## config.mk

```make
export PLATFORM = sky130hd
export DESIGN_NAME = flash_load_seq
export DESIGN_NICKNAME = d
export VERILOG_FILES = /design/src/rtl/flsq_pkg.sv /design/src/rtl/flsq_word_gen.sv /design/src/rtl/flsq_poll_timer.sv /design/src/rtl/flsq_ecc_collect.sv /design/src/rtl/flash_load_seq.sv
export SDC_FILE = /design/constraint.sdc
export NUM_CORES = 1
export LEC_CHECK = 0
export BUFFER_PORTS_ARGS = -buffer_cell sky130_fd_sc_hd__buf_2
export CAP_MARGIN = 25
export CORE_ASPECT_RATIO = 1.75
export CORE_UTILIZATION = 50
export DETAILED_ROUTE_END_ITERATION = 10
export GPL_TIMING_DRIVEN = 1
export PLACE_DENSITY = 0.85
export SLEW_MARGIN = 5
export SYNTH_ARGS = -nofsm -noshare
export SYNTH_HDL_FRONTEND = slang
export SYNTH_SLANG_ARGS = --single-unit
```

## constraint.sdc

```tcl
create_clock -name clk -period 2.35 [get_ports clk]
set_clock_uncertainty 0.05 [all_clocks]
set_input_delay 0.1175 -clock clk [delete_from_list [all_inputs] [get_ports clk]]
set_output_delay 0.1175 -clock clk [all_outputs]
set_load 0.02 [all_outputs]
```

## src/rtl/flsq_pkg.sv

```systemverilog
package flsq_pkg;

   typedef enum logic [2:0] {
      ST_IDLE,
      ST_SETUP,
      ST_POLL,
      ST_CLEAR,
      ST_STAT,
      ST_DONE
   } flsq_state_e;

   // device register addresses used by the load sequence
   localparam logic [15:0] REG_BLOCK  = 16'hF100;
   localparam logic [15:0] REG_BUFSEL = 16'hF101;
   localparam logic [15:0] REG_PAGE   = 16'hF107;
   localparam logic [15:0] REG_BUFCFG = 16'hF200;
   localparam logic [15:0] REG_CMD    = 16'hF220;
   localparam logic [15:0] REG_SYSCFG = 16'hF221;
   localparam logic [15:0] REG_INT    = 16'hF241;
   localparam logic [15:0] REG_ECC0   = 16'hFF00;

   localparam logic [15:0] VAL_BUFCFG = 16'h0800;
   localparam logic [15:0] VAL_LOAD   = 16'h0000;
   localparam logic [15:0] VAL_INTCLR = 16'h0000;

   localparam int SETUP_STEPS = 6;
   localparam int STAT_REGS   = 4;
   localparam int ODD_LSB     = 8;

endpackage

```

## src/rtl/flsq_word_gen.sv

```systemverilog
module flsq_word_gen
   import flsq_pkg::*;
#(
   parameter int BLK_W  = 10,
   parameter int PAGE_W = 6,
   parameter int SECT_W = 2
) (
   input  logic [2:0]        step,
   input  logic              die,
   input  logic [BLK_W-1:0]  blk,
   input  logic [PAGE_W-1:0] page,
   input  logic [SECT_W-1:0] sect,
   input  logic [15:0]       cfg,
   output logic [15:0]       addr,
   output logic [15:0]       data
);

   localparam int LOC_W = PAGE_W + SECT_W;

   always_comb begin
      addr = '0;
      data = '0;
      unique case (step)
         3'd0: begin
            addr = REG_BLOCK;
            data[BLK_W-1:0] = blk;
            data[15] = die;
         end
         3'd1: begin
            addr = REG_PAGE;
            data[LOC_W-1:0] = {page, sect};
         end
         3'd2: begin
            addr = REG_BUFSEL;
            data[15] = die;
         end
         3'd3: begin
            addr = REG_BUFCFG;
            data = VAL_BUFCFG;
         end
         3'd4: begin
            addr = REG_SYSCFG;
            data = cfg;
         end
         3'd5: begin
            addr = REG_CMD;
            data = VAL_LOAD;
         end
         default: begin
            addr = '0;
            data = '0;
         end
      endcase
   end

endmodule

```

## src/rtl/flsq_poll_timer.sv

```systemverilog
module flsq_poll_timer #(
   parameter int LIMIT = 4096
) (
   input  logic clk,
   input  logic rst_n,
   input  logic clr,
   input  logic tick,
   output logic expired
);

   localparam int CW = $clog2(LIMIT + 1);

   logic [CW-1:0] cnt;

   assign expired = tick && (cnt == CW'(LIMIT - 1));

   always_ff @(posedge clk or negedge rst_n) begin
      if (!rst_n)              cnt <= '0;
      else if (clr || expired) cnt <= '0;
      else if (tick)           cnt <= cnt + 1'b1;
   end

   // the poll count never passes the configured limit
   a_r9_cnt_bound: assert property (@(posedge clk) disable iff (!rst_n)
      cnt < CW'(LIMIT));

endmodule

```

## src/rtl/flsq_ecc_collect.sv

```systemverilog
module flsq_ecc_collect #(
   parameter int CODE_W = 5,
   parameter int NREG   = 4,
   localparam int IW    = (NREG > 1) ? $clog2(NREG) : 1
) (
   input  logic                     clk,
   input  logic                     rst_n,
   input  logic                     clr,
   input  logic                     load,
   input  logic [IW-1:0]            idx,
   input  logic [CODE_W-1:0]        even_in,
   input  logic [CODE_W-1:0]        odd_in,
   output logic [2*NREG*CODE_W-1:0] codes
);

   for (genvar g = 0; g < NREG; g++) begin : g_slot
      logic [CODE_W-1:0] ev_q, od_q;

      always_ff @(posedge clk or negedge rst_n) begin
         if (!rst_n) begin
            ev_q <= '0;
            od_q <= '0;
         end else if (clr) begin
            ev_q <= '0;
            od_q <= '0;
         end else if (load && idx == IW'(g)) begin
            ev_q <= even_in;
            od_q <= odd_in;
         end
      end

      assign codes[(2*g)*CODE_W   +: CODE_W] = ev_q;
      assign codes[(2*g+1)*CODE_W +: CODE_W] = od_q;
   end

endmodule

```

## src/rtl/flash_load_seq.sv

```systemverilog
module flash_load_seq
   import flsq_pkg::*;
#(
   parameter int BLK_W      = 10,
   parameter int PAGE_W     = 6,
   parameter int SECT_W     = 2,
   parameter int CODE_W     = 5,
   parameter int POLL_LIMIT = 4096,
   parameter int INT_BIT    = 15
) (
   input  logic                  clk,
   input  logic                  rst_n,
   input  logic                  start,
   input  logic                  die_sel,
   input  logic [BLK_W-1:0]      blk_addr,
   input  logic [PAGE_W-1:0]     page_addr,
   input  logic [SECT_W-1:0]     sect_addr,
   input  logic [15:0]           sys_cfg,
   input  logic                  int_auto,
   output logic [15:0]           bus_addr,
   output logic [15:0]           bus_wdata,
   output logic                  bus_wr_en,
   output logic                  bus_rd_en,
   input  logic [15:0]           bus_rdata,
   input  logic                  bus_ready,
   output logic                  busy,
   output logic                  done,
   output logic                  err_timeout,
   output logic [8*CODE_W-1:0]   ecc_codes
);

   localparam int STEP_W = 3;
   localparam int STAT_IW = $clog2(STAT_REGS);
   localparam logic [STEP_W-1:0] SETUP_LAST = STEP_W'(SETUP_STEPS - 1);
   localparam logic [STEP_W-1:0] STAT_LAST  = STEP_W'(STAT_REGS - 1);

   // elaboration-time parameter checks
   if (BLK_W < 1 || BLK_W > 15) begin : g_bad_blk
      $error("BLK_W must lie in 1..15");
   end
   if (PAGE_W + SECT_W > 16 || PAGE_W < 1 || SECT_W < 1) begin : g_bad_loc
      $error("page and sector fields must fit one 16-bit word");
   end
   if (CODE_W < 1 || CODE_W > ODD_LSB) begin : g_bad_code
      $error("CODE_W must lie in 1..8");
   end
   if (INT_BIT < 0 || INT_BIT > 15) begin : g_bad_int
      $error("INT_BIT must address a bit of the data bus");
   end
   if (POLL_LIMIT < 2) begin : g_bad_limit
      $error("POLL_LIMIT must be at least 2");
   end

   flsq_state_e       state;
   logic [STEP_W-1:0] step;
   logic              seen_low;
   logic              die_q, auto_q;
   logic [BLK_W-1:0]  blk_q;
   logic [PAGE_W-1:0] page_q;
   logic [SECT_W-1:0] sect_q;
   logic [15:0]       cfg_q;
   logic              err_q;

   logic [15:0] gen_addr, gen_data;
   logic        acc, accept, poll_tick, poll_expired, int_bit;
   logic        unused_rdata_bits;

   assign accept    = (state == ST_IDLE) && start;
   assign acc       = (bus_wr_en || bus_rd_en) && bus_ready;
   assign poll_tick = (state == ST_POLL) && acc;
   assign int_bit   = bus_rdata[INT_BIT];
   assign unused_rdata_bits = ^bus_rdata;

   flsq_word_gen #(
      .BLK_W (BLK_W),
      .PAGE_W(PAGE_W),
      .SECT_W(SECT_W)
   ) u_word_gen (
      .step(step),
      .die (die_q),
      .blk (blk_q),
      .page(page_q),
      .sect(sect_q),
      .cfg (cfg_q),
      .addr(gen_addr),
      .data(gen_data)
   );

   flsq_poll_timer #(
      .LIMIT(POLL_LIMIT)
   ) u_poll_timer (
      .clk    (clk),
      .rst_n  (rst_n),
      .clr    (state != ST_POLL),
      .tick   (poll_tick),
      .expired(poll_expired)
   );

   flsq_ecc_collect #(
      .CODE_W(CODE_W),
      .NREG  (STAT_REGS)
   ) u_ecc_collect (
      .clk    (clk),
      .rst_n  (rst_n),
      .clr    (accept),
      .load   ((state == ST_STAT) && acc),
      .idx    (step[STAT_IW-1:0]),
      .even_in(bus_rdata[CODE_W-1:0]),
      .odd_in (bus_rdata[ODD_LSB +: CODE_W]),
      .codes  (ecc_codes)
   );

   // bus drive, decoded from the registered state
   always_comb begin
      bus_wr_en = (state == ST_SETUP) || (state == ST_CLEAR);
      bus_rd_en = (state == ST_POLL)  || (state == ST_STAT);
      bus_addr  = '0;
      bus_wdata = '0;
      unique case (state)
         ST_SETUP: begin
            bus_addr  = gen_addr;
            bus_wdata = gen_data;
         end
         ST_POLL:  bus_addr = REG_INT;
         ST_CLEAR: begin
            bus_addr  = REG_INT;
            bus_wdata = VAL_INTCLR;
         end
         ST_STAT:  bus_addr = REG_ECC0 + 16'(step[STAT_IW-1:0]);
         default: begin
            bus_addr  = '0;
            bus_wdata = '0;
         end
      endcase
   end

   always_ff @(posedge clk or negedge rst_n) begin
      if (!rst_n) begin
         state    <= ST_IDLE;
         step     <= '0;
         seen_low <= 1'b0;
         die_q    <= 1'b0;
         auto_q   <= 1'b0;
         blk_q    <= '0;
         page_q   <= '0;
         sect_q   <= '0;
         cfg_q    <= '0;
         err_q    <= 1'b0;
      end else begin
         unique case (state)
            ST_IDLE: if (start) begin
               die_q  <= die_sel;
               auto_q <= int_auto;
               blk_q  <= blk_addr;
               page_q <= page_addr;
               sect_q <= sect_addr;
               cfg_q  <= sys_cfg;
               err_q  <= 1'b0;
               step   <= '0;
               state  <= ST_SETUP;
            end
            ST_SETUP: if (acc) begin
               if (step == SETUP_LAST) begin
                  step     <= '0;
                  seen_low <= 1'b0;
                  state    <= ST_POLL;
               end else begin
                  step <= step + 1'b1;
               end
            end
            ST_POLL: if (acc) begin
               if (int_bit && seen_low) begin
                  step  <= '0;
                  state <= auto_q ? ST_STAT : ST_CLEAR;
               end else begin
                  if (!int_bit) seen_low <= 1'b1;
                  if (poll_expired) begin
                     err_q <= 1'b1;
                     state <= ST_IDLE;
                  end
               end
            end
            ST_CLEAR: if (acc) begin
               step  <= '0;
               state <= ST_STAT;
            end
            ST_STAT: if (acc) begin
               if (step == STAT_LAST) state <= ST_DONE;
               else                   step  <= step + 1'b1;
            end
            ST_DONE: state <= ST_IDLE;
            default: state <= ST_IDLE;
         endcase
      end
   end

   assign busy        = (state != ST_IDLE);
   assign done        = (state == ST_DONE);
   assign err_timeout = err_q;

   // one strobe at a time
   a_r3_one_strobe: assert property (@(posedge clk) disable iff (!rst_n)
      !(bus_wr_en && bus_rd_en));

   // a stalled access holds its strobe, address and data
   a_r3_hold_stall: assert property (@(posedge clk) disable iff (!rst_n)
      ((bus_wr_en || bus_rd_en) && !bus_ready) |=>
         ($stable(bus_addr) && $stable(bus_wdata) &&
          $stable(bus_wr_en) && $stable(bus_rd_en)));

   // an interrupt clear write carries zero and only happens in manual mode
   a_r5_clear_manual: assert property (@(posedge clk) disable iff (!rst_n)
      (bus_wr_en && bus_addr == REG_INT) |-> (bus_wdata == 16'h0000 && !auto_q));

   // done lasts a single cycle
   a_r7_done_pulse: assert property (@(posedge clk) disable iff (!rst_n)
      done |=> !done);

   // codes hold while idle and no start arrives
   a_r7_codes_hold: assert property (@(posedge clk) disable iff (!rst_n)
      (!busy && !start) |=> $stable(ecc_codes));

   // timeout and completion never coincide
   a_r9_err_no_done: assert property (@(posedge clk) disable iff (!rst_n)
      err_timeout |-> !done);

   // leaving idle only through an accepted start
   a_r10_busy_rise: assert property (@(posedge clk) disable iff (!rst_n)
      $rose(busy) |-> $past(start));

endmodule

```

==> run summary, run 1 <==
The first global-routing pass estimated 20190 um of wire. At the worst endpoint, the required time is 2180 ps. The share of synthesized area occupied by flip-flops and latches was 51.35%.

The most common cell after layout, fill and taps aside was sky130_fd_sc_hd__buf_2. The mapped netlist covers 0.004727 mm^2. The number of flops mapped to enable cells by yosys is 0. The primary flip-flop cell chosen by synthesis mapping was sky130_fd_sc_hd__dfrtp_1. The maximum number of pins on one net before global-route repair is 56, and the slew at the pin closest to its max-slew limit is 556.1 ps. Headroom to the max-slew limit came out at 62.34%. Clock-pin slew was measured on the worst setup and hold paths at 70 ps.

The first detailed-routing pass took 4 iterations. The logs give 53 for the number of different library cells in the post-synthesis netlist and 13070 um for the routed wire length. The worst path in the final design needs a cycle of 2287 ps, including I/O delays and setup. Cell-internal power: 4052 uW. The number of global-route vias before repair was 4287. TritonCTS built the clock tree. Max-cap violations in this run came to 0.

Setup repair after global routing left no endpoint under its margin. In this run the most critical hold path is launched from bus_rdata[0]. STA classifies the critical path endpoint as a primary output. The static leakage power was 0.003013 uW. For the maximum frequency from static timing analysis, the log shows 437.3 MHz. The later pin in the worst-skew pair is clocked with a latency of 340 ps.

The hold path depth was 3. The initial antenna violation count was 0; the DRC violation total after the first TritonRoute iteration was 288. The aggregate global-route resource usage came out at 27.73%. The critical path is of the flip-flop to primary output type. Including well taps, the total number of placed cells is 717. The routed length on met3 was 653 um; the power per unit of standard cell area was 1067 mW/mm^2. The flow ran to the end, and the final reports show no timing, DRC or antenna violations.

The run gives 0.7124 mV as the largest vdd supply drop. The cell at the root of the clock tree is sky130_fd_sc_hd__clkbuf_16. In the synthesized netlist the async set-or-reset flop fraction comes to 100.0%.

The mean post-synth cell area came out at 9.687 um^2. The longest clock path from root to sink contains 2 buffers. The portion of total power attributed to the clock network came out at 21.7%. The library cell appearing most often on the critical path was sky130_fd_sc_hd__ha_2. The top cell types in the final layout, fill and taps aside, are sky130_fd_sc_hd__buf_2 (122), sky130_fd_sc_hd__nand2_1 (99), sky130_fd_sc_hd__dfrtp_1 (96), sky130_fd_sc_hd__a21oi_1 (58), sky130_fd_sc_hd__dlygate4sd3_1 (46). The maximum level of the CTS H-tree was 3; the total grt overflow was 0. The area growth from synthesis to layout was 33.14%. The die is 75.50 um wide.

After detailed routing, the met2 layer carries 7197 um of wire. The share of cells above drive strength 1 came out at 28.07%. Half-perimeter wire length after placement: 8532 um. Combinational logic is responsible for 43.6% of the overall power. STA puts the critical path data arrival time at 2120 ps. Final-report max-slew violation count: 0. From bottom edge to top edge, the die measures 130.6 um.

The die covers 0.009862 mm^2. During I/O placement, the number of pins put on the boundary was 133. After floorplanning, the core was divided into 46 placement rows.

For this run, design rule violations remaining after detail routing come to 0. The endpoint identified for the worst register-to-register timing path is step[0]. Buffers inserted during clock tree synthesis total 9. The critical path goes through ha_2, ha_2, o21ai_1, a21oi_1, or2_1, nand2b_1, buf_2. The endpoint of the worst hold path is u_ecc_collect.g_slot[3].ev_q[0]. In this run the register-to-register setup slack is 280 ps.

The min-delay analysis places its worst path in the category input pin to flip-flop. In the final routing, the length of wire on met1 measures 4677 um. For this design the total switching power over the nets is 2661 uW. The starting utilization of the core area is 51.98%, and the final weighted congestion in routability-driven placement is 0.9496.

Of all nets on the critical path, the largest fanout is 5. Number of storage elements in the synthesis netlist: 97. After synthesis, the cell types taking the most area are sky130_fd_sc_hd__dfrtp_1 (51%), sky130_fd_sc_hd__mux2_1 (8.3%), sky130_fd_sc_hd__nand2_1 (7.9%). The share of the synthesized area in the top cell type came out at 51.35%. Origin of the critical flop-to-flop path: state[2]. Summing all non-filler instances in the final layout gives an area of 0.006294 mm^2.

Counting cells, the worst reg-to-reg path comes to 5. The count of buffers added on input and output ports is 124. Signal routing reaches up to met4. Excluding fillers, the count of instances in the completed layout stands at 779.

The synthesized design spends more area on one cell type than any other, namely sky130_fd_sc_hd__dfrtp_1. The run gives 97 as the clock sink count. The number of warnings printed during yosys synthesis was 0.

The synthesized netlist cell count is 488, and the post-detailed-route wirelength per cell is 16.78 um. In this run switching power makes up 39.64% of total power. STA classifies the critical path startpoint as a flip-flop. In the finished design, the share of the clock period the worst path needs comes to 97.31%. For the total number of vias, the log shows 4289. Summing internal, switching and leakage power gives 6712 uW.

Setup violations remaining at the end of the flow were counted as 0. The total count of hold-check failures in the final report was 0. In this run the cell area measured after placement is 0.005482 mm^2. The net count of the finished layout is 717. For the part of the total power dissipated in sequential elements, the log shows 34.6%.

After floorplanning, the core was sized to cover 0.009094 mm^2. The antenna diode count is 0, and the post-detailed-route via-to-cell ratio is 5.506. The cell type of the slowest stage on the worst timing path is sky130_fd_sc_hd__dfrtp_2.

The delay of the slowest cell on the worst path works out to 450 ps. In this run the remaining antenna-violating nets after routing total 0.
==> critical path, delay by kind of cell (launching register included) <==
family / cells / cell delay, ps
DFF: 1 / 450
and+or+nand+nor: 2 / 420
adders and majority gates: 2 / 440
AOI/OAI and AO/OA: 2 / 260
buffers and inverters: 1 / 200
==> registers in the layout, summed over array words and instances (netlist names) <==
register and cells:
blk_q 10, auto_q 1, state 3, page_q 6, sect_q 2, die_q 1, u_poll_timer.cnt 13, u_ecc_collect.g_slot.ev_q 20
u_ecc_collect.g_slot.od_q 20, seen_low 1, step 3, cfg_q 16, err_timeout 1
==> through the flow <==
step / TNS, ps / setup WS [ps] / util [%] / hold slack [ps]
after global placement: 0 / 321.1 / 60.28 / 86.59
after floorplan: 0 / 173.0 / - / -228.1
final: 0 / 63.17 / 69.21 / 3.851
after global routing: 0 / 23.97 / 69.21 / 7.628
after CTS: -75.50 / -14.99 / 68.55 / 3.175
after detailed placement: 0 / 282.0 / 60.28 / 92.82
==> layout make-up <==
class,instances,area [um^2]
clock buffers,9,225.2
clock inverters,6,66.31
fillers,703,2800
inverters,10,37.54
multi-input cells,349,2136
flip-flops and latches,97,2429
well taps,120,150.1
repair buffers,188,1250
==> cells in the mapped netlist (2+ instances only) <==
library cell               instances
sky130_fd_sc_hd__clkbuf_1          7
sky130_fd_sc_hd__and3_1            7
sky130_fd_sc_hd__inv_1             9
sky130_fd_sc_hd__o22ai_1           4
sky130_fd_sc_hd__mux2_1           35
sky130_fd_sc_hd__nand2_1         100
sky130_fd_sc_hd__ha_1              6
sky130_fd_sc_hd__o21ai_0           8
sky130_fd_sc_hd__a22oi_1          10
sky130_fd_sc_hd__nand4_1           2
sky130_fd_sc_hd__nor2b_1           3
sky130_fd_sc_hd__nor3_2            2
sky130_fd_sc_hd__nor3_1            7
sky130_fd_sc_hd__nor2_1           42
sky130_fd_sc_hd__buf_2            15
sky130_fd_sc_hd__a31oi_1           3
sky130_fd_sc_hd__nand3_1          10
sky130_fd_sc_hd__nand2b_1          3
sky130_fd_sc_hd__dfrtp_1          97
sky130_fd_sc_hd__mux2_2            3
sky130_fd_sc_hd__and2_1            6
sky130_fd_sc_hd__mux2i_1           4
sky130_fd_sc_hd__buf_4             7
sky130_fd_sc_hd__o31ai_1           2
sky130_fd_sc_hd__xnor2_1           4
sky130_fd_sc_hd__xor2_1            5
sky130_fd_sc_hd__buf_1             4
sky130_fd_sc_hd__a21oi_1          58
==> power groups by stage <==
stage	Combinational [uW]	Sequential (uW)	Clock [uW]
floorplan	1970	2270	0
global placement	2630	2310	0
detailed placement	2710	2340	0
CTS	2780	2310	1480
global route	3150	2370	1550
finish	2930	2320	1460
==> kinds of logic after synthesis <==
family	share of synthesized area, %
other	0.07933
adders and majority gates	1.588
AOI/OAI and AO/OA	11.14
and+or+nand+nor	19.67
buffers and inverters	4.605
DFF	51.35
muxes	9.899
xor gates and xnor gates	1.667
==> layer usage <==
metal  track usage, %  up-vias
li1                 -     1983
met2            49.32      192
met3            6.212       42
met1            29.06     2072
met5                0        -
met4            16.12        0
==> timing repair <==
action                                 in CTS  in global routing
endpoints found under the hold margin     110                  0
setup endpoints to repair                   9                 19
setup buffers                               0                  1
hold buffers                               46                  0
resized for setup                           1                 15
==> worst max path at each step <==
stage | endpoint | depth (start not counted) | slack (ps) | from
detailed placement | step[0] | 7 | 280 | step[0]
floorplan | bus_addr[13] | 9 | 170 | step[0]
global placement | bus_addr[14] | 7 | 320 | step[0]
finish | bus_addr[15] | 7 | 60 | step[0]
CTS | bus_wdata[2] | 8 | -10 | step[1]
global route | bus_addr[12] | 7 | 20 | step[0]
Power figures use the tool's default switching activity.
==> run 2: changes to the inputs <==
--- a/config.mk
+++ b/config.mk
@@ -8,10 +8,10 @@
 export BUFFER_PORTS_ARGS = -buffer_cell sky130_fd_sc_hd__buf_2
 export CAP_MARGIN = 25
 export CORE_ASPECT_RATIO = 1.75
-export CORE_UTILIZATION = 50
+export CORE_UTILIZATION = 47
 export DETAILED_ROUTE_END_ITERATION = 10
 export GPL_TIMING_DRIVEN = 1
-export PLACE_DENSITY = 0.85
+export PLACE_DENSITY = 0.84
 export SLEW_MARGIN = 5
 export SYNTH_ARGS = -nofsm -noshare
 export SYNTH_HDL_FRONTEND = slang
==> constraint.sdc (replaced) <==
create_clock -name clk -period 2.1 [get_ports clk]
set_clock_uncertainty 0.05 [all_clocks]
set_input_delay 0.105 -clock clk [delete_from_list [all_inputs] [get_ports clk]]
set_output_delay 0.105 -clock clk [all_outputs]
set_load 0.02 [all_outputs]
==> run 2 against run 1 <==
  * The run now ends with setup timing left
  * Die area is 6.2% higher
  * Worst setup slack worse by 210 ps
  * Global-route usage is 1.2 points lower
  * Non-clock buffer count is 17 higher
  * Sequential share of layout area is 1.6 points lower
  * Clock power is 12% higher
  * Register-to-register slack worse by 210 ps
  * Final cell count is 3.0% higher
  * Worst hold slack better by 77 ps
  * Via count is 0.91% higher
  * Critical path depth is 1 higher
  * Sequential power is 13% higher
  * Critical path type unchanged
==> run summary, run 2 (synthesis gave the netlist of run 1 again) <==
The flow ran to the end, but the final reports show violations. The final reports fail on setup timing. The static leakage power was 0.003117 uW; the antenna diode count was 0. The final-layout fill cell count came out at 729. The run gives 26.49% as the aggregate global-route resource usage. The tools report the total number of vias as 4328.

The sort of element at the start of the critical path is a flip-flop. At the worst endpoint, the arrival time is 2090 ps. TritonCTS built the clock tree.

The fraction of the cycle the final worst path needs works out to 107.1%. Max-cap violations in this run came to 0. Pin placement for this block handled 133 I/O pins. Share of cells above drive strength 1: 31.46%. The data required time of the worst path is 1950 ps, and the quantity of I/O buffers inserted on ports is 124. The logs give 48.29% for the starting utilization of the core area and -719.7 ps for the final sum of negative setup slack. The first global-routing pass estimated 21260 um of wire. The logs give 97 for the clock sink count and 0.9674 for the final weighted congestion in routability-driven placement. The total number of placement rows was 48; the final worst slack was -148.5 ps. Leaving out fill and tap cells, the most frequent cells in the layout are sky130_fd_sc_hd__buf_2 (111), sky130_fd_sc_hd__nand2_1 (99), sky130_fd_sc_hd__dfrtp_1 (94), sky130_fd_sc_hd__a21oi_1 (57), sky130_fd_sc_hd__dlygate4sd3_1 (47). In the routed layout, each cell is associated on average with a via count of 5.397. The H-tree generated during clock tree synthesis spans 3 levels. In this run the deepest clock path goes through 2 buffers. In this run the remaining antenna-violating nets after routing total 0. The cell at the root of the clock tree was sky130_fd_sc_hd__clkbuf_16. The area inside the core boundary was 0.009789 mm^2; the post-detailed-route wirelength per cell was 17.04 um. The logs give 4453 for the number of global-route vias before repair and 0.01048 mm^2 for the die outline area. Subtracting the final worst setup slack from the clock period gives 2249 ps. The number of iterations in the first detailed-routing pass was 4. For the setup-violating endpoint count in the final report, the log shows 9. The final-report max-slew violation count came out at 0. The critical path capture point type was a primary output.

Dividing total power by cell area gives a power density of 1243 mW/mm^2. At the end of the flow, the number of nets in the layout was 734. In this run the vertical extent of the chip is 134.7 um. From synthesis to final layout, the design area changed by 39.09%. The initial antenna violation count was 0. The tools report the half-perimeter wire length after placement as 9037 um. The tightest hold path in the finished design has a slack of 80.38 ps. Measured against its own limit, the worst slew margin works out to 66.45%. Setup repair after global routing could not meet its margin everywhere.

The run gives 350 ps as the latest clock arrival within the worst-skew pair. The floorplan step set the die width to 77.81 um. The completed layout was analyzed and its total power is 8171 uW. After global routing the overflow that remains totals 0. The routed design has 13670 um of wire. The library cell used most frequently in the layout, excluding fill and tap cells, is sky130_fd_sc_hd__buf_2. The path type of the worst setup path is flip-flop to primary output.

After clock tree synthesis, the clock-pin slew on the worst setup and hold paths is 70 ps. The maximum net fanout on the critical path was 5; the largest vdd supply drop was 0.9297 mV. Static timing analysis puts the maximum clock frequency at 444.7 MHz. The total DRC errors in the routed layout was 0; the DRC violation total after the first TritonRoute iteration was 331.

The slew at the pin closest to its max-slew limit was 490.5 ps. The min-delay analysis places its worst path in the category input pin to flip-flop. The number of buffers inserted during clock tree synthesis is 9. In the final layout, the registers with the most flip-flops are u_ecc_collect.g_slot.ev_q: 20 flops, u_ecc_collect.g_slot.od_q: 20 flops, cfg_q: 16 flops.

The maximum number of pins on one net before global-route repair is 52, and the total count of hold-check failures in the final report is 0.
==> run 2: cell types whose count changed in the layout (fill, tap and decap cells not counted), moves of 3 or more <==
cell	delta
sky130_fd_sc_hd__buf_4	+19
sky130_fd_sc_hd__buf_2	-11
sky130_fd_sc_hd__buf_6	+7
sky130_fd_sc_hd__a22oi_1	-3
sky130_fd_sc_hd__a22oi_2	+3
sky130_fd_sc_hd__nor2_1	-3
sky130_fd_sc_hd__nor2_2	+3
==> run 2: area by class of cell <==
type                    instances  area (um^2)  area share [%]
clock inverters                 6        66.31           1.009
flip-flops and latches         97         2431           36.97
well taps                     125        156.4           2.379
inverters                      10        40.04          0.6089
clock buffers                  10        229.0           3.482
repair buffers                205         1446           22.00
multi-input cells             349         2206           33.55
==> run 2: metal layers <==
layer | wire length, um | GRT usage [%]
met5 | 0 | 0
met4 | 648 | 17.92
met3 | 585 | 3.446
met2 | 7532 | 48.38
met1 | 4903 | 27.84
==> run 2: metrics by stage <==
| stage | cells | util, % | setup slack [ps] | area (um^2) |
|---|---|---|---|---|
| after floorplan | 490 | - | 59.29 | 4742 |
| after detailed placement | 727 | 56.52 | 88.38 | 5533 |
| final | 802 | 67.17 | -148.5 | 6575 |
| after global routing | 802 | 67.17 | -180.7 | 6575 |
| after CTS | 795 | 65.91 | -84.81 | 6452 |
| after global placement | 727 | 56.52 | 142.4 | 5533 |
==> run 2: worst max-delay path, cell delays in order, from the launching register on <==
cell and delay, ps:
sky130_fd_sc_hd__dfrtp_2 460, sky130_fd_sc_hd__buf_12 140, sky130_fd_sc_hd__ha_4 160, sky130_fd_sc_hd__ha_4 170, sky130_fd_sc_hd__o21ai_2 110, sky130_fd_sc_hd__a21oi_1 100, sky130_fd_sc_hd__or2_1 260, sky130_fd_sc_hd__nand2b_4 180
sky130_fd_sc_hd__buf_6 150
==> run 2: worst paths after layout <==
kind / end / depth (start not counted) / start / slack, ps
worst max register to register: step[2] / 8 / step[1] / 70
max in group asynchronous: u_ecc_collect.g_slot[2].od_q[4] / 3 / rst_n / 1240
worst min register to register: cfg_q[14] / 1 / cfg_q[14] / 430
min in group asynchronous: auto_q / 2 / rst_n / 160
worst max-delay path: bus_addr[14] / 8 / step[1] / -150
worst min-delay path: seen_low / 4 / bus_rdata[15] / 80
==> run 2: timing repair <==
item	CTS	global route
buffers inserted	6	7
setup endpoints to repair	19	34
hold endpoints to repair	109	0
pin swaps	7	4
resized for setup	31	19
hold buffers	47	0
==> run 2: power by group <==
group	switching [uW]	internal (uW)
Sequential	317	2310
Combinational	2160	1740
Clock	717	928
Total	3200	4980
==> run 3: changes to the inputs <==
--- a/config.mk
+++ b/config.mk
@@ -7,11 +7,13 @@
 export LEC_CHECK = 0
 export BUFFER_PORTS_ARGS = -buffer_cell sky130_fd_sc_hd__buf_2
 export CAP_MARGIN = 25
+export CELL_PAD_IN_SITES_DETAIL_PLACEMENT = 1
+export CELL_PAD_IN_SITES_GLOBAL_PLACEMENT = 1
 export CORE_ASPECT_RATIO = 1.75
-export CORE_UTILIZATION = 47
+export CORE_UTILIZATION = 35
 export DETAILED_ROUTE_END_ITERATION = 10
 export GPL_TIMING_DRIVEN = 1
-export PLACE_DENSITY = 0.84
+export PLACE_DENSITY = 0.83
 export SLEW_MARGIN = 5
 export SYNTH_ARGS = -nofsm -noshare
 export SYNTH_HDL_FRONTEND = slang
==> run 3 against run 2 <==
  * The flow still finishes with violations (setup timing)
  * Non-clock buffer count is 7 higher
  * Power up 4.8%
  * Register-to-register slack improved by 20 ps
  * Critical path type unchanged
==> run summary, run 3 (synthesis gave the netlist of run 1 again) <==
The worst path buffer plus inverter count was 2; the fraction of the cycle the final worst path needs was 101.7%. Setup violations remaining at the end of the flow were counted as 5. For the final-report max-slew violation count, the log shows 0.

The area growth from synthesis to layout came out at 43.20%. For this design the static power due to leakage is 0.003159 uW. Entering global routing, the biggest net connects 39 pins. The worst register-to-register path begins at state[1]. For this configuration, the core starts out at a cell density of 36.15%.

The final reports fail on setup timing. The run gives 0 as the total count of hold-check failures in the final report. IR analysis of the VDD net gives a maximum drop of 0.7454 mV.

The path type of the worst min-delay path was input pin to flip-flop. The number of max-capacitance violations reported was 0. Of the total power, the clock network draws 19.4%. The part of the total power dissipated in sequential elements is 31.1%, and the quantity of I/O buffers inserted on ports is 124. The tools report the critical path capture point type as a primary output. Of all nets on the critical path, the largest fanout is 5. The reg-to-reg critical path endpoint is step[2]. Static timing analysis puts the maximum clock frequency at 468.4 MHz. The number of top-level pins came out at 133.

The total number of placement rows came out at 55. Net switching is 41.40% of the power. Once detailed placement completed, the half-perimeter wirelength came to 10390 um. The tools report the maximum level of the CTS H-tree as 3. Setup repair after global routing could not meet its margin everywhere. The data required time of the worst path is 1950 ps. Among cell families on the critical path, the largest total delay comes from flip-flops. Summed over all layers, the global routing overflow is 0. The run gives 97 as the clock sink count. The floorplan step defined a die boundary enclosing 0.01399 mm^2.

For this run, design rule violations remaining after detail routing come to 0. The count of nets left with antenna violations once routing finished came out at 0. The run finished, with violations left.

The number of cells on the worst reg-to-reg path is 6. In this run the deepest clock path goes through 2 buffers. The final weighted congestion in routability-driven placement came out at 0.8838. After detailed routing, the average wire length per cell comes to 19.79 um. The path type of the worst setup path was flip-flop to primary output. The placed instances occupy a cell area of 0.005640 mm^2.

For the headroom to the max-slew limit, the log shows 52.96%. The tree is rooted in a sky130_fd_sc_hd__clkbuf_16. At the pin with the least slew margin, the transition time is 703.8 ps. For this run, the slowest stage of the critical path takes 470 ps.

For the worst setup path, the data arrival time is 1980 ps. The minimum clock period is 2135 ps. The first global-routing pass estimated 26340 um of wire. The internal power of the cells totals 5018 uW. For this block, the via count after detailed routing is 4513. TritonCTS built the clock tree. For this design the total switching power over the nets is 3545 uW.

Clock-pin slew was measured on the worst setup and hold paths at 70 ps. The worst hold path was traced through 4 stages. Aggregate global-route resource usage: 24.46%.

Number of global-route vias before repair: 5001. The initial antenna violation count came out at 2. Most common cell after layout, fill and taps aside: sky130_fd_sc_hd__buf_2.

The top cell types in the final layout, fill and taps aside, are sky130_fd_sc_hd__buf_2 (110), sky130_fd_sc_hd__nand2_1 (98), sky130_fd_sc_hd__dfrtp_1 (92), sky130_fd_sc_hd__a21oi_1 (53), sky130_fd_sc_hd__dlygate4sd3_1 (47). Per report_power, the combinational group accounts for 49.5% of the total. The worst register-to-register path has a setup slack of 90 ps.

Power spread over the standard cell area amounts to 1265 mW/mm^2. The share of cells above drive strength 1 came out at 34.06%. STA classifies the critical path startpoint as a flip-flop. Cell type of the slowest stage on the worst timing path: sky130_fd_sc_hd__dfrtp_2. The tools report the final worst slack as -34.97 ps.

The routed wire length was 16960 um; the DRC violation total after the first TritonRoute iteration was 184. The final instance area is 0.006769 mm^2. The overall die width works out to 89.85 um. The critical path goes through inv_4, ha_4, o21a_1, o21ai_1, a21oi_1, or2_1, nand2b_4, buf_6. The path with the worst hold slack has its endpoint at seen_low. The post-detailed-route via-to-cell ratio came out at 5.266.

The tightest hold path in the finished design has a slack of 64.10 ps. The pre-antenna-repair detailed-routing pass consisted of 4 iterations. The startpoint identified for the worst hold timing path is bus_rdata[15]. The number of buffers inserted during clock tree synthesis was 9. The total area inside the core boundary comes to 0.01308 mm^2. In the final layout, the registers with the most flip-flops are u_ecc_collect.g_slot.ev_q: 20 flops, u_ecc_collect.g_slot.od_q: 20 flops, cfg_q: 16 flops.

The run gives 741 as the number of nets in the final layout. In this run the vertical extent of the chip is 155.7 um. Clock latency on the worst-skew pair, taken at its later pin, is 350 ps.
[run 3: metrics by stage]
step | utilization, % | power, uW | setup TNS (ps) | cells | worst slack (ps)
6_report | 51.77 | 8564 | -149.5 | 857 | -34.97
5_1_grt | 51.77 | 9015 | -829.6 | 857 | -124.0
4_1_cts | 50.47 | 8051 | -478.3 | 848 | -99.80
3_5_place_dp | 43.14 | 5878 | 0 | 778 | 37.45
3_3_place_gp | 43.14 | 5733 | 0 | 778 | 96.15
2_1_floorplan | - | 4778 | 0 | 490 | 59.29
[run 3: per-layer routing]
metal	global-route usage (%)	vias to the layer above	wire length (um)	part of all wire (%)
met5	0	-	0	0
met1	23.94	2281	5894	35
li1	-	2029	-	-
met2	47.44	151	9715	57
met4	14.90	0	798	4.7
met3	4.045	52	554	3.3
[run 3: timing repair]
item,CTS,global route
hold buffers,47,0
pin swaps,6,7
gates resized for setup,37,34
setup endpoints to repair,20,41
setup buffers,7,7
hold endpoints to repair,108,0
[run 3: cell type report]
class | instances | area [um^2]
inverters | 10 | 42.54
flip-flops and latches | 97 | 2434
clock inverters | 7 | 71.32
diodes | 2 | 5.005
clock buffers | 9 | 225.2
fillers | 1469 | 6306
multi-input cells | 349 | 2243
repair buffers | 212 | 1534
well taps | 171 | 214.0
[run 3: worst min-delay path, cell delays in order]
cell	delay, ps
sky130_fd_sc_hd__buf_2	110
sky130_fd_sc_hd__inv_1	40
sky130_fd_sc_hd__a31oi_1	120
sky130_fd_sc_hd__a21oi_1	50
[run 3: power by group through the flow]
stage               logic [uW]  clock network [uW]  registers, uW
floorplan                 2230                   0           2540
global placement          3140                   0           2590
detailed placement        3250                   0           2630
CTS                       3770                1680           2610
global route              4540                1760           2710
finish                    4240                1660           2670
[run 3: worst max-delay path by stage]
stage,to,startpoint,slack (ps),cells after the start
4_1_cts,bus_addr[12],step[1],-100,8
3_5_place_dp,step[2],step[0],40,7
5_1_grt,bus_addr[14],step[0],-120,8
3_3_place_gp,step[2],step[0],100,7
2_1_floorplan,bus_addr[13],step[0],60,9
6_report,bus_addr[14],step[0],-30,8
